$ cat config.mk
export PLATFORM = sky130hd
export DESIGN_NAME = comm_supervisor
export DESIGN_NICKNAME = d
export VERILOG_FILES = /design/src/rtl/comm_sup_pkg.sv /design/src/rtl/sup_power_gate.sv /design/src/rtl/sup_idle_watchdog.sv /design/src/rtl/sup_low_pulse_filter.sv /design/src/rtl/sup_strobe_gen.sv /design/src/rtl/comm_supervisor.sv
export SDC_FILE = /design/constraint.sdc
export NUM_CORES = 1
export LEC_CHECK = 0
export ABC_AREA = 0
export BUFFER_PORTS_ARGS = -buffer_cell sky130_fd_sc_hd__buf_2
export CAP_MARGIN = 20
export CORE_MARGIN = 2
export CORE_UTILIZATION = 24
export DETAILED_ROUTE_END_ITERATION = 10
export GPL_TIMING_DRIVEN = 0
export PLACE_DENSITY = 0.49
export SYNTH_ARGS = -nofsm -noshare
export SYNTH_HDL_FRONTEND = slang
export SYNTH_SLANG_ARGS = --single-unit
$ cat constraint.sdc
create_clock -name clk -period 5 [get_ports clk]
set_clock_uncertainty 0.2 [all_clocks]
set_input_delay 1.5 -clock clk [delete_from_list [all_inputs] [get_ports clk]]
set_output_delay 1.5 -clock clk [all_outputs]
set_load 0.01 [all_outputs]
$ cat src/rtl/comm_sup_pkg.sv
// Package: shared types for the strobe watchdog and reset sequencer.
// Assumes: nothing beyond IEEE 1800-2017.
package comm_sup_pkg;

    // Number of strobe lines watched for activity (data, parameter).
    localparam int unsigned NUM_STROBES = 2;

    // Collected causes that can raise a soft reset in one cycle.
    typedef struct packed {
        logic idle_timeout;
        logic long_low;
        logic command;
    } soft_cause_t;

endpackage

$ cat src/rtl/sup_power_gate.sv
// Module: sup_power_gate
// Turns the two supply comparator flags into a hard reset level.
// Sets on a weak logic supply. Clears only when both supplies are good.
// Assumes: comparator flags are already synchronous to clk.
module sup_power_gate (
    input  logic clk,
    input  logic rst_n,
    input  logic v5_ok,
    input  logic v24_ok,
    output logic hard_rst
);

    logic hard_q;

    // Hysteretic hard reset: raise on weak 5 V, release on both supplies good.
    always_ff @(posedge clk) begin
        if (!rst_n)          hard_q <= 1'b1;
        else if (!v5_ok)     hard_q <= 1'b1;
        else if (v24_ok)     hard_q <= 1'b0;
    end

    assign hard_rst = hard_q;

endmodule

$ cat src/rtl/sup_idle_watchdog.sv
// Module: sup_idle_watchdog
// Strobe-to-strobe idle timer. It arms on the first activity and restarts
// on every later activity. It flags expiry after TIMEOUT_CYC quiet edges.
// Assumes: activity is a single-cycle event. Expiry disarms the timer.
module sup_idle_watchdog #(
    parameter int unsigned TIMEOUT_CYC = 400000
) (
    input  logic clk,
    input  logic rst_n,
    input  logic clear,
    input  logic enable,
    input  logic activity,
    output logic expire
);

    localparam int unsigned CW = $clog2(TIMEOUT_CYC + 1);
    localparam logic [CW-1:0] LAST = CW'(TIMEOUT_CYC - 1);

    logic          armed_q;
    logic [CW-1:0] cnt_q;

    // Fresh activity always wins over an expiry in the same cycle.
    assign expire = enable && armed_q && (cnt_q == LAST) && !activity;

    // Idle counter: arm/restart on activity, count while armed, stop on expiry.
    always_ff @(posedge clk) begin
        if (!rst_n || clear || !enable) begin
            armed_q <= 1'b0;
            cnt_q   <= '0;
        end else if (activity) begin
            armed_q <= 1'b1;
            cnt_q   <= '0;
        end else if (expire) begin
            armed_q <= 1'b0;
            cnt_q   <= '0;
        end else if (armed_q) begin
            cnt_q   <= cnt_q + 1'b1;
        end
    end

endmodule

$ cat src/rtl/sup_low_pulse_filter.sv
// Module: sup_low_pulse_filter
// Measures how long a strobe line is held low. It flags once when the
// low has been sampled on LIMIT_CYC consecutive edges.
// Assumes: the line must go high again before it can flag once more.
module sup_low_pulse_filter #(
    parameter int unsigned LIMIT_CYC = 533334
) (
    input  logic clk,
    input  logic rst_n,
    input  logic clear,
    input  logic line_low,
    output logic long_low
);

    localparam int unsigned CW = $clog2(LIMIT_CYC + 1);
    localparam logic [CW-1:0] LAST = CW'(LIMIT_CYC - 1);

    logic          done_q;
    logic [CW-1:0] cnt_q;

    assign long_low = line_low && !done_q && (cnt_q == LAST);

    // Consecutive-low counter with one-shot latch per low period.
    always_ff @(posedge clk) begin
        if (!rst_n || clear || !line_low) begin
            done_q <= 1'b0;
            cnt_q  <= '0;
        end else if (long_low) begin
            done_q <= 1'b1;
        end else if (!done_q) begin
            cnt_q  <= cnt_q + 1'b1;
        end
    end

endmodule

$ cat src/rtl/sup_strobe_gen.sv
// Module: sup_strobe_gen
// Makes the fixed-length strobe request and the port release level
// that follow a soft reset. Release also holds through a hard reset.
// Assumes: trigger is a single-cycle cause already gated by hard reset.
module sup_strobe_gen #(
    parameter int unsigned STROBE_CYC = 32
) (
    input  logic clk,
    input  logic rst_n,
    input  logic hard,
    input  logic trigger,
    input  logic activity,
    output logic strobe_req,
    output logic port_release
);

    localparam int unsigned CW = $clog2(STROBE_CYC + 1);
    localparam logic [CW-1:0] LOAD = CW'(STROBE_CYC);

    logic [CW-1:0] cnt_q;
    logic          rel_q;

    // Strobe length counter: load on trigger, count down to idle.
    always_ff @(posedge clk) begin
        if (!rst_n || hard)   cnt_q <= '0;
        else if (trigger)     cnt_q <= LOAD;
        else if (cnt_q != '0) cnt_q <= cnt_q - 1'b1;
    end

    // Port release: set by any reset, cleared by the next foreign strobe.
    always_ff @(posedge clk) begin
        if (!rst_n || hard)                 rel_q <= 1'b1;
        else if (trigger)                   rel_q <= 1'b1;
        else if (activity && cnt_q == '0)   rel_q <= 1'b0;
    end

    assign strobe_req   = (cnt_q != '0);
    assign port_release = rel_q;

endmodule

$ cat src/rtl/comm_supervisor.sv
// Module: comm_supervisor (top)
// Watches the strobe lines for activity. It combines the idle timer, the
// long-low filter and the command flags into a soft reset pulse. It sequences
// the resulting strobe and port release, and gates everything with the
// supply-driven hard reset.
// Assumes: all inputs are synchronous to clk; command flags last one cycle.
module comm_supervisor #(
    parameter int unsigned WD_TIMEOUT_CYC = 400000,
    parameter int unsigned LONG_LOW_CYC   = 533334,
    parameter int unsigned STROBE_CYC     = 32
) (
    input  logic clk,
    input  logic rst_n,
    input  logic data_strobe_low,
    input  logic param_strobe_low,
    input  logic v5_ok,
    input  logic v24_ok,
    input  logic cmd_slave_reset,
    input  logic cmd_bcast_reset,
    input  logic wd_enable,
    output logic hard_rst,
    output logic soft_rst,
    output logic strobe_req,
    output logic port_release
);
    import comm_sup_pkg::*;

    logic [NUM_STROBES-1:0] line_low;
    logic [NUM_STROBES-1:0] line_act;
    logic                   any_act;
    logic                   hard_w;
    logic                   wd_expire;
    logic                   long_low;
    soft_cause_t            cause;
    logic                   trigger;
    logic                   soft_q;

    assign line_low = {param_strobe_low, data_strobe_low};

    // One falling-edge detector per strobe line.
    for (genvar i = 0; i < NUM_STROBES; i++) begin : g_edge
        logic prev_q;
        // Remember last sampled level of this line.
        always_ff @(posedge clk) begin
            if (!rst_n) prev_q <= 1'b0;
            else        prev_q <= line_low[i];
        end
        assign line_act[i] = line_low[i] && !prev_q;
    end

    assign any_act = |line_act;

    sup_power_gate u_power (
        .clk      (clk),
        .rst_n    (rst_n),
        .v5_ok    (v5_ok),
        .v24_ok   (v24_ok),
        .hard_rst (hard_w)
    );

    sup_idle_watchdog #(.TIMEOUT_CYC(WD_TIMEOUT_CYC)) u_idle (
        .clk      (clk),
        .rst_n    (rst_n),
        .clear    (hard_w),
        .enable   (wd_enable),
        .activity (any_act),
        .expire   (wd_expire)
    );

    sup_low_pulse_filter #(.LIMIT_CYC(LONG_LOW_CYC)) u_lowpw (
        .clk      (clk),
        .rst_n    (rst_n),
        .clear    (hard_w),
        .line_low (data_strobe_low),
        .long_low (long_low)
    );

    assign cause.idle_timeout = wd_expire;
    assign cause.long_low     = long_low;
    assign cause.command      = cmd_slave_reset | cmd_bcast_reset;
    assign trigger            = !hard_w && (|cause);

    // Soft reset pulse register: one cycle per merged trigger.
    always_ff @(posedge clk) begin
        if (!rst_n) soft_q <= 1'b0;
        else        soft_q <= trigger;
    end

    sup_strobe_gen #(.STROBE_CYC(STROBE_CYC)) u_stb (
        .clk          (clk),
        .rst_n        (rst_n),
        .hard         (hard_w),
        .trigger      (trigger),
        .activity     (any_act),
        .strobe_req   (strobe_req),
        .port_release (port_release)
    );

    assign hard_rst = hard_w;
    assign soft_rst = soft_q;

endmodule

==> results.tsv, run 1 <==
metric	value	unit
Worst setup SP type	flip-flop	
Warnings, synthesis	0	
Slowest-stage cell, CP	nor3_1	
synthesized area per cell	8.758	sq um
post-cts gate resize count	0	
CTS tree	done	
Setup Fix Bufs, Post-CTS	0	
reg2reg setup slack	2.93	ns
Die Y	103.6	um
final setup vio count	0	
total congestion overflow	0	
DRC	0	
Via density	4.376	
Worst Setup SP	u_stb.cnt_q[0]	
Nets	304	
WL per Instance	11.00	um
largest net degree at the start of global routing	17	
ANT nets after route	0	
Root Buffer	clkbuf_8	
max incr delay on CP	0.45	ns
Mapped Area	0.002382	sq mm
Synth-to-Final Area Change	13.60	%
drt total wl	4.675	mm
hold_sp	u_stb.cnt_q[3]	
slew margin rel.	62.17	%
Synth Net Count	285	
# Max-Cap Violations	0	
Hold Path Class	reg2reg	
Final Cycle Share	71.33	%
die area	0.01074	sq mm
CP Class	reg2out	
TNS Setup	0	ns
CORE AREA	0.009684	sq mm
CP dominant cell by count	inv_1	
PwrDens	254.2	mW/mm^2
total CTS buffers	5	
worst-margin pin slew	0.5631	ns
Worst-Skew Late Latency	0.30	ns
Top-Level Pins	13	
static leakage	0.8856	nW
IO Port Bufs	12	
Max Root-Sink Buffers	2	
DP HPWL	3.420	mm
Die Width	103.6	um
CTS clock-pin slew for the worst setup and hold paths	0.10	ns
via count	1860	
CP cell instances	inv_1, ha_1, nand2_1, nor3_1, inv_1, buf_2	
clock sinks	52	
crit path time final	3.567	ns
Inserted Diodes	0	
worst setup path endpoint	strobe_req	
cell count after synthesis	272	
Initial Util	24.60	%
First-pass DRT Iterations	4	
Max Transition Viols Final	0	
H-tree levels	2	
First DRT Iteration DRCs	19	
worst-path maximum fanout	4	
vias in the first global route	1811	
RSZ-0062 raised after global routing	no	
FF+latch count, synth	52	
Fmax achieved	0.2804	GHz
# rows	36	
first-pass GRT wire length	8.542	mm
proportion of layout cells with a drive suffix above 1	9.589	%
Worst setup EP type	output pin	
Pwr Total	0.6879	mW
Distinct cells, synth	40	
sequential share of the synthesized area	43.70	%
data required time of the worst path	3.30	ns
worst vdd ir	109.1	uV
initial antenna violation count	0	
R2R cell count	6	
outcome	complete, no violations	
CTS hold repair buffers	0	
Final Hold Viols	0	
r2r endpoint	u_lowpw.cnt_q[7]	
Worst EP arrival	1.87	ns
Crit Reg-Reg Startpoint	u_lowpw.cnt_q[0]	
Final GP Congestion	0.7566	
GRT Total Usage	9.444	%
==> cell usage in the layout (no fill, tap or decap), drive strengths merged, types with 2 or more instances in the layout <==
master	n
dfxtp	52
a21oi	11
or3	8
nor2	45
buf	14
nor3b	3
clkinvlp	2
xnor2	15
a211oi	3
nor3	5
and4	4
and3	8
o21ai	10
nor4b	2
nor4	6
ha	4
nand3b	4
nand4	12
nor4bb	2
inv	10
nand2	18
nand3	11
nor2b	3
and2	2
mux2i	2
nand4b	2
clkbuf	9
xor2	16
==> cell usage after synthesis <==
| cell | n | share of area, % |
|---|---|---|
| dfxtp_1 | 52 | 44 |
| nor2_1 | 45 | 7.1 |
| nand2_1 | 18 | 2.8 |
| xor2_1 | 16 | 5.9 |
| xnor2_1 | 15 | 5.5 |
| a21oi_1 | 11 | 2.3 |
| inv_1 | 10 | 1.6 |
| nand3_1 | 10 | 2.1 |
| nand4_1 | 10 | 2.6 |
| o21ai_0 | 10 | 2.1 |
| and3_1 | 8 | 2.1 |
| or3_1 | 8 | 2.1 |
| nor3_1 | 5 | 1.1 |
| nor4_1 | 5 | 1.3 |
| and4_1 | 4 | 1.5 |
| ha_1 | 4 | 2.1 |
| a211oi_1 | 3 | 0.95 |
| clkbuf_1 | 3 | 0.47 |
| nand3b_1 | 3 | 0.95 |
| nor2b_1 | 3 | 0.79 |
| nor3b_1 | 3 | 0.95 |
| and2_1 | 2 | 0.53 |
| buf_2 | 2 | 0.42 |
| mux2i_1 | 2 | 0.84 |
| nand4_2 | 2 | 1.1 |
| nand4b_1 | 2 | 0.74 |
| nor4b_1 | 2 | 0.74 |
| nor4bb_1 | 2 | 0.84 |
| a22oi_1 | 1 | 0.32 |
| and4b_1 | 1 | 0.42 |
| nand3_2 | 1 | 0.42 |
| nand3b_4 | 1 | 0.84 |
| nor4_2 | 1 | 0.53 |
| o211ai_1 | 1 | 0.32 |
| o21a_1 | 1 | 0.32 |
| o21ba_2 | 1 | 0.42 |
| o21bai_1 | 1 | 0.32 |
| o22ai_1 | 1 | 0.26 |
| o31ai_1 | 1 | 0.32 |
| or4b_1 | 1 | 0.42 |
==> per-stage QoR <==
step                hold slack (ns)  setup WS (ns)  util (%)  area, sq um  cells
finish                       0.2983          1.433     27.95         2706    425
global route                 0.3205          1.263     27.95         2706    425
CTS                          0.2919          1.464     27.95         2706    425
detailed placement           0.2748          1.821     26.94         2609    417
global placement             0.2668          1.783     26.94         2609    417
floorplan                    0.2521          2.149         -         2382    272
==> critical path, delay by kind of cell (launching register included) <==
kind / cells / cell delay (ns)
buffers and inverters: 3 / 0.46
DFF: 1 / 0.32
and+or+nand+nor: 2 / 0.56
adders and majority gates: 1 / 0.22
==> registers in the layout, indices dropped and copies added (netlist names) <==
name / count
u_idle.cnt_q: 19
g_edge.prev_q: 2
u_idle.armed_q: 1
u_lowpw.done_q: 1
u_power.hard_rst: 1
u_lowpw.cnt_q: 20
u_stb.cnt_q: 6
soft_rst: 1
u_stb.port_release: 1
==> cell families (layout without fill, tap and decap cells) <==
group | count (synthesis) | after routing | share of synthesized area (%)
XOR/XNOR | 31 | 31 | 11.40
AND/OR/NAND/NOR | 137 | 137 | 31.88
flip-flops | 52 | 52 | 43.70
multiplexers | 2 | 2 | 0.8404
buffers and inverters | 15 | 35 | 2.469
AO/OA/AOI/OAI | 31 | 31 | 7.616
adder cells (fa/ha/maj) | 4 | 4 | 2.101
==> per-layer routing <==
metal	global-route usage [%]	share of wire, %	wire, um	up-vias
li1	-	-	-	990
met1	13.01	50	2358	851
met2	14.66	46	2152	15
met3	2.014	2.2	105	4
met4	3.185	1.2	58	0
met5	0	0	0	-
==> worst min-delay path by stage <==
stage	cells after the start	end	slack [ns]
global route	2	u_stb.cnt_q[3]	0.32
CTS	2	u_stb.cnt_q[3]	0.29
detailed placement	2	u_stb.cnt_q[3]	0.27
finish	2	u_stb.cnt_q[3]	0.30
global placement	2	u_stb.cnt_q[3]	0.27
floorplan	2	u_stb.cnt_q[3]	0.25
==> final cells by class <==
class | count | area [sq um]
clock buffers | 6 | 82.58
fillers | 1047 | 6978
inverters | 10 | 37.54
clock inverters | 2 | 15.01
flip-flops and latches | 52 | 1041
plain buffers | 5 | 21.27
multi-input cells | 205 | 1282
repair buffers | 12 | 60.06
well taps | 133 | 166.4
==> power by group <==
| group | total, mW | leakage (nW) | internal, mW | switching [mW] |
|---|---|---|---|---|
| Clock | 0.254 | 0.0434 | 0.112 | 0.142 |
| Sequential | 0.417 | 0.420 | 0.416 | 0.00103 |
| Combinational | 0.0168 | 0.423 | 0.00694 | 0.00989 |
(Power assumes the default switching activity.)
==> run 2, diff against run 1 <==
--- a/config.mk
+++ b/config.mk
@@ -5,7 +5,7 @@
 export SDC_FILE = /design/constraint.sdc
 export NUM_CORES = 1
 export LEC_CHECK = 0
-export ABC_AREA = 0
+export ABC_AREA = 1
 export BUFFER_PORTS_ARGS = -buffer_cell sky130_fd_sc_hd__buf_2
 export CAP_MARGIN = 20
 export CORE_MARGIN = 2
==> constraint.sdc (replaced) <==
create_clock -name clk -period 3.5 [get_ports clk]
set_clock_uncertainty 0.2 [all_clocks]
set_input_delay 1.05 -clock clk [delete_from_list [all_inputs] [get_ports clk]]
set_output_delay 1.05 -clock clk [all_outputs]
set_load 0.01 [all_outputs]
==> results.tsv, run 2 <==
metric	value	unit
GRT Total Usage	10.61	%
most frequent cells in the layout	nand2_1, nor2_1, inv_1	
Die Width	111.1	um
Final Hold Viols	0	
largest net degree at the start of global routing	17	
proportion of layout cells with a drive suffix above 1	8.083	%
worst-margin pin slew	0.4509	ns
total congestion overflow	0	
via count	2477	
drt total wl	6.170	mm
outcome	complete, no violations	
TNS Setup	0	ns
ANT nets after route	0	
placed cells	568	
post-cts gate resize count	0	
Worst-Skew Late Latency	0.30	ns
Mapped Area	0.002751	sq mm
RSZ-0062 raised after global routing	no	
clock sinks	52	
CTS hold repair buffers	0	
# fillers	1284	
CTS tree	done	
post-layout util	27.90	%
cell count after synthesis	413	
max incr delay on CP	0.31	ns
CTS clock-pin slew for the worst setup and hold paths	0.07	ns
adder-cell share of the synthesized area	1.819	%
Synth Area in XOR/XNOR	7.958	%
leading area contributor after synthesis	dfxtp_1	
Initial Util	24.30	%
Top-Level Pins	13	
main combinational cell family by area after synthesis	simple AND/OR/NAND/NOR gates	
Top reg by flops	u_lowpw.cnt_q	
Synth Net Count	426	
Nets	445	
H-tree levels	2	
Hold Path Class	reg2reg	
Final GP Congestion	0.7959	
synth top area cells	dfxtp_1, nand2_1, nor2_1, inv_1, xor2_1	
Root Buffer	clkbuf_16	
first-pass GRT wire length	10.94	mm
CP dominant cell by count	nand2_1	
Async SR Flop Fraction	0	%
cell with the most instances after synthesis	nand2_1	
worst vdd ir	197.7	uV
synthesized area per cell	6.662	sq um
number of flip-flops in the largest register	20	
Setup Fix Bufs, Post-CTS	0	
share of the synthesized area in the top cell type	37.84	%
# Max-Cap Violations	0	
First DRT Iteration DRCs	116	
DP Worst Slack	0.9968	ns
Final Cycle Share	80.62	%
First-pass DRT Iterations	5	
Via density	4.300	
Pwr Total	1.197	mW
Synth Area in Simple Gates	36.65	%
Max Root-Sink Buffers	2	
top flop regs	u_lowpw.cnt_q (20), u_idle.cnt_q (19), u_stb.cnt_q (6)	
PwrDens	379.1	mW/mm^2
Worst EP arrival	1.57	ns
vias in the first global route	2407	
slew margin rel.	69.91	%
DP HPWL	4.687	mm
Synth Area in Compound Gates	6.412	%
Warnings, synthesis	0	
# rows	39	
data required time of the worst path	2.25	ns
Worst setup EP type	output pin	
crit path time final	2.822	ns
IO Port Bufs	12	
DRC	0	
Worst setup SP type	flip-flop	
initial antenna violation count	0	
Die Y	111.1	um
setup ws final	0.6784	ns
mux contribution to synthesized area	0	%
Inserted Diodes	0	
EDFF count, synth	0	
Max Transition Viols Final	0	
most instantiated cells after synthesis	nand2_1, nor2_1, inv_1	
total CTS buffers	5	
commonest non-fill, non-tap cell in the layout	nand2_1	
Synth-to-Final Area Change	14.78	%
WL per Instance	10.71	um
static leakage	1.118	nW
CORE AREA	0.01132	sq mm
FF+latch count, synth	52	
Fmax achieved	0.3544	GHz
final setup vio count	0	
CP cell instances	inv_1, ha_1, nand2_1, nor2_1, nand2_1, buf_2	
Distinct cells, synth	28	
Finished Layout Cells	576	
ys flop type	dfxtp_1	
worst-path maximum fanout	6	
Slowest-stage cell, CP	dfxtp_1	
CP Class	reg2out	
die area	0.01234	sq mm
sequential share of the synthesized area	37.84	%
[run 2: cell count changes in the layout (fill, tap and decap cells not counted), sizes merged, moves of 10 or more]
cell   previous run  this run
a21oi            11        21
nand3            11        22
nand2            18       110
nor2             45        77
inv              10        58
[run 2: metal layers]
layer | wire length, um | part of all wire, % | track usage, %
met1 | 3151 | 51 | 13.82
met2 | 2761 | 45 | 17.67
met3 | 177 | 2.9 | 2.406
met4 | 80 | 1.3 | 3.045
met5 | 0 | 0 | 0
[run 2: path summary, 6_finish.rpt]
| path | cells after the start | to | slack (ns) | startpoint |
|---|---|---|---|---|
| worst max-delay path | 6 | strobe_req | 0.68 | u_stb.cnt_q[0] |
| worst min-delay path | 2 | u_stb.cnt_q[4] | 0.29 | u_stb.cnt_q[4] |
| worst max register to register | 7 | u_idle.cnt_q[17] | 1.73 | u_idle.cnt_q[0] |
| worst min register to register | 2 | u_stb.cnt_q[4] | 0.29 | u_stb.cnt_q[4] |
[run 2: report_power, final]
part           internal, mW  switching, mW  leakage [nW]
clock network         0.341          0.235        0.0815
registers             0.594        0.00242         0.420
logic               0.00902         0.0157         0.617
total                 0.944          0.253          1.12
[run 2: area by class of cell]
type	count	area, sq um	area share (%)
well taps	143	178.9	5.666
flip-flops and latches	52	1041	32.96
plain buffers	5	42.54	1.347
repair buffers	12	60.06	1.902
clock inverters	2	38.79	1.228
clock buffers	6	128.9	4.081
inverters	57	214.0	6.775
multi-input cells	299	1454	46.04
[run 2: critical path, delay by kind of cell, from the launching register on]
family	cells	cell delay (ns)
flops	1	0.31
simple gates	3	0.51
fa+ha+maj	1	0.19
buf+inv	2	0.28
[run 2: cell families after synthesis]
kind of cell | Yosys count
and+or+nand+nor | 238
buffers and inverters | 62
DFF | 52
AOI/OAI and AO/OA | 32
xor gates and xnor gates | 25
adders and majority gates | 4
[run 2: stage by stage]
| step | hold WS (ns) | instance area (sq um) |
|---|---|---|
| after global routing | 0.3136 | 3158 |
| after floorplan | 0.2532 | 2751 |
| after CTS | 0.2889 | 3158 |
| after global placement | 0.2672 | 2990 |
| after detailed placement | 0.2782 | 2990 |
| final | 0.2856 | 3158 |
==> run 3, diff against run 2 <==
--- a/config.mk
+++ b/config.mk
@@ -12,7 +12,7 @@
 export CORE_UTILIZATION = 24
 export DETAILED_ROUTE_END_ITERATION = 10
 export GPL_TIMING_DRIVEN = 0
-export PLACE_DENSITY = 0.49
+export PLACE_DENSITY = 0.5
 export SYNTH_ARGS = -nofsm -noshare
 export SYNTH_HDL_FRONTEND = slang
 export SYNTH_SLANG_ARGS = --single-unit
==> constraint.sdc (replaced) <==
create_clock -name clk -period 2.36 [get_ports clk]
set_clock_uncertainty 0.2 [all_clocks]
set_input_delay 0.708 -clock clk [delete_from_list [all_inputs] [get_ports clk]]
set_output_delay 0.708 -clock clk [all_outputs]
set_load 0.01 [all_outputs]
==> results.tsv, run 3 (synthesis results as in run 2) <==
metric	value	unit
outcome	complete, no violations	
first-pass GRT wire length	10.76	mm
DRC	0	
Die Width	111.1	um
R2R cell count	7	
Fmax achieved	0.4427	GHz
placed inst area	0.002990	sq mm
Sw Pwr	0.3606	mW
gr busiest metal	met2	
RSZ-0062 raised after global routing	no	
Top reg by flops	u_lowpw.cnt_q	
Setup Fix Bufs, Post-CTS	0	
WL per Instance	10.26	um
initial antenna violation count	0	
DP Worst Slack	0.1809	ns
CP Class	reg2out	
data required time of the worst path	1.45	ns
Synth-to-Final Area Change	14.69	%
Final Hold Viols	0	
Top-Level Pins	13	
internal power	1.291	mW
top flop regs	u_lowpw.cnt_q (20), u_idle.cnt_q (19), u_stb.cnt_q (6)	
Via density	4.234	
Initial Util	24.30	%
# rows	39	
TNS Setup	0	ns
Final GP Congestion	0.8218	
Net Sw Frac	21.83	%
Seq pwr share	53.6	%
slew margin rel.	70.13	%
CTS clock-pin slew for the worst setup and hold paths	0.07	ns
multi-input logic area	0.001474	sq mm
First-pass DRT Iterations	4	
Hold Path Depth	2	
via count	2439	
Worst-Skew Late Latency	0.29	ns
static leakage	1.106	nW
Worst EP arrival	1.35	ns
number of flip-flops in the largest register	20	
IO Port Bufs	12	
total congestion overflow	0	
met2 Usage GRT	17.30	%
DP HPWL	4.567	mm
# Max-Cap Violations	0	
ANT nets after route	0	
Comb power frac	2.2	%
GRT Total Usage	10.36	%
CTS tree	done	
proportion of layout cells with a drive suffix above 1	9.007	%
clock network power share	44.2	%
Max Transition Viols Final	0	
Root Buffer	clkbuf_16	
FF/Latch Area	0.001041	sq mm
GR Util met1	13.83	%
Hold Path Class	reg2reg	
Max Root-Sink Buffers	2	
Worst setup EP type	output pin	
drt total wl	5.909	mm
worst vdd ir	216.3	uV
largest net degree at the start of global routing	17	
M3 GR Usage	2.406	%
Final Cycle Share	95.72	%
H-tree levels	2	
commonest non-fill, non-tap cell in the layout	nand2_1	
worst-path maximum fanout	6	
most frequent cells in the layout	nand2_1, nor2_1, inv_1	
# fillers	1291	
PwrDens	523.4	mW/mm^2
crit path time final	2.259	ns
die area	0.01234	sq mm
Finished Layout Cells	576	
Worst setup SP type	flip-flop	
total CTS buffers	5	
First DRT Iteration DRCs	116	
CORE AREA	0.01132	sq mm
vias in the first global route	2361	
Inserted Diodes	0	
CTS hold repair buffers	0	
Die Y	111.1	um
placed cells	568	
clock sinks	52	
Nets	445	
Pwr Total	1.652	mW
Final Cell Area	0.003156	sq mm
setup ws final	0.1009	ns
final setup vio count	0	
worst-margin pin slew	0.4481	ns
[run 3: through the flow]
stage	hold slack [ns]	utilization (%)
3_5_place_dp	0.2741	26.41
2_1_floorplan	0.2532	-
4_1_cts	0.2837	27.79
3_3_place_gp	0.2684	26.41
5_1_grt	0.3137	27.87
6_report	0.2826	27.87
[run 3: layout make-up]
| cell class | count | share of cell area (%) |
|---|---|---|
| multi-input cells | 299 | 46.71 |
| repair buffers | 12 | 1.903 |
| flip-flops and latches | 52 | 32.99 |
| plain buffers | 5 | 1.348 |
| well taps | 143 | 5.670 |
| inverters | 57 | 6.780 |
| clock inverters | 2 | 0.5155 |
| clock buffers | 6 | 4.084 |
[run 3: final timing paths]
| check | from | end | slack (ns) |
|---|---|---|---|
| hold reg to reg | u_stb.cnt_q[0] | u_stb.cnt_q[0] | 0.28 |
| hold / removal | u_stb.cnt_q[0] | u_stb.cnt_q[0] | 0.28 |
| setup reg to reg | u_idle.cnt_q[0] | u_idle.cnt_q[16] | 0.58 |
| setup / recovery | u_stb.cnt_q[0] | strobe_req | 0.10 |
[run 3: critical path: stages, from the launching register on]
cell and delay (ns):
dfxtp_1 0.31, inv_1 0.09, ha_2 0.20, nand2_2 0.08, nor2_4 0.14, nand2_4 0.09, buf_2 0.14
[run 3: routing by layer]
layer  wire length (um)  vias to the layer above
li1                   -                     1325
met1               2998                     1091
met2               2686                       18
met3                185                        5
met4                 39                        0
met5                  0                        -
[run 3: power by group through the flow]
stage	combinational (mW)	sequential (mW)	clock (mW)
3_5_place_dp	0.0371	0.905	0
2_1_floorplan	0.0196	0.905	0
4_1_cts	0.0375	0.885	0.762
6_report	0.0371	0.885	0.730
3_3_place_gp	0.0366	0.905	0
5_1_grt	0.0432	0.885	0.796
[run 3: what timing repair did]
item	4_1_cts	5_1_grt
gates cloned	0	0
endpoints found under the setup margin	1	1
resized for setup	3	3
endpoints found under the hold margin	0	0
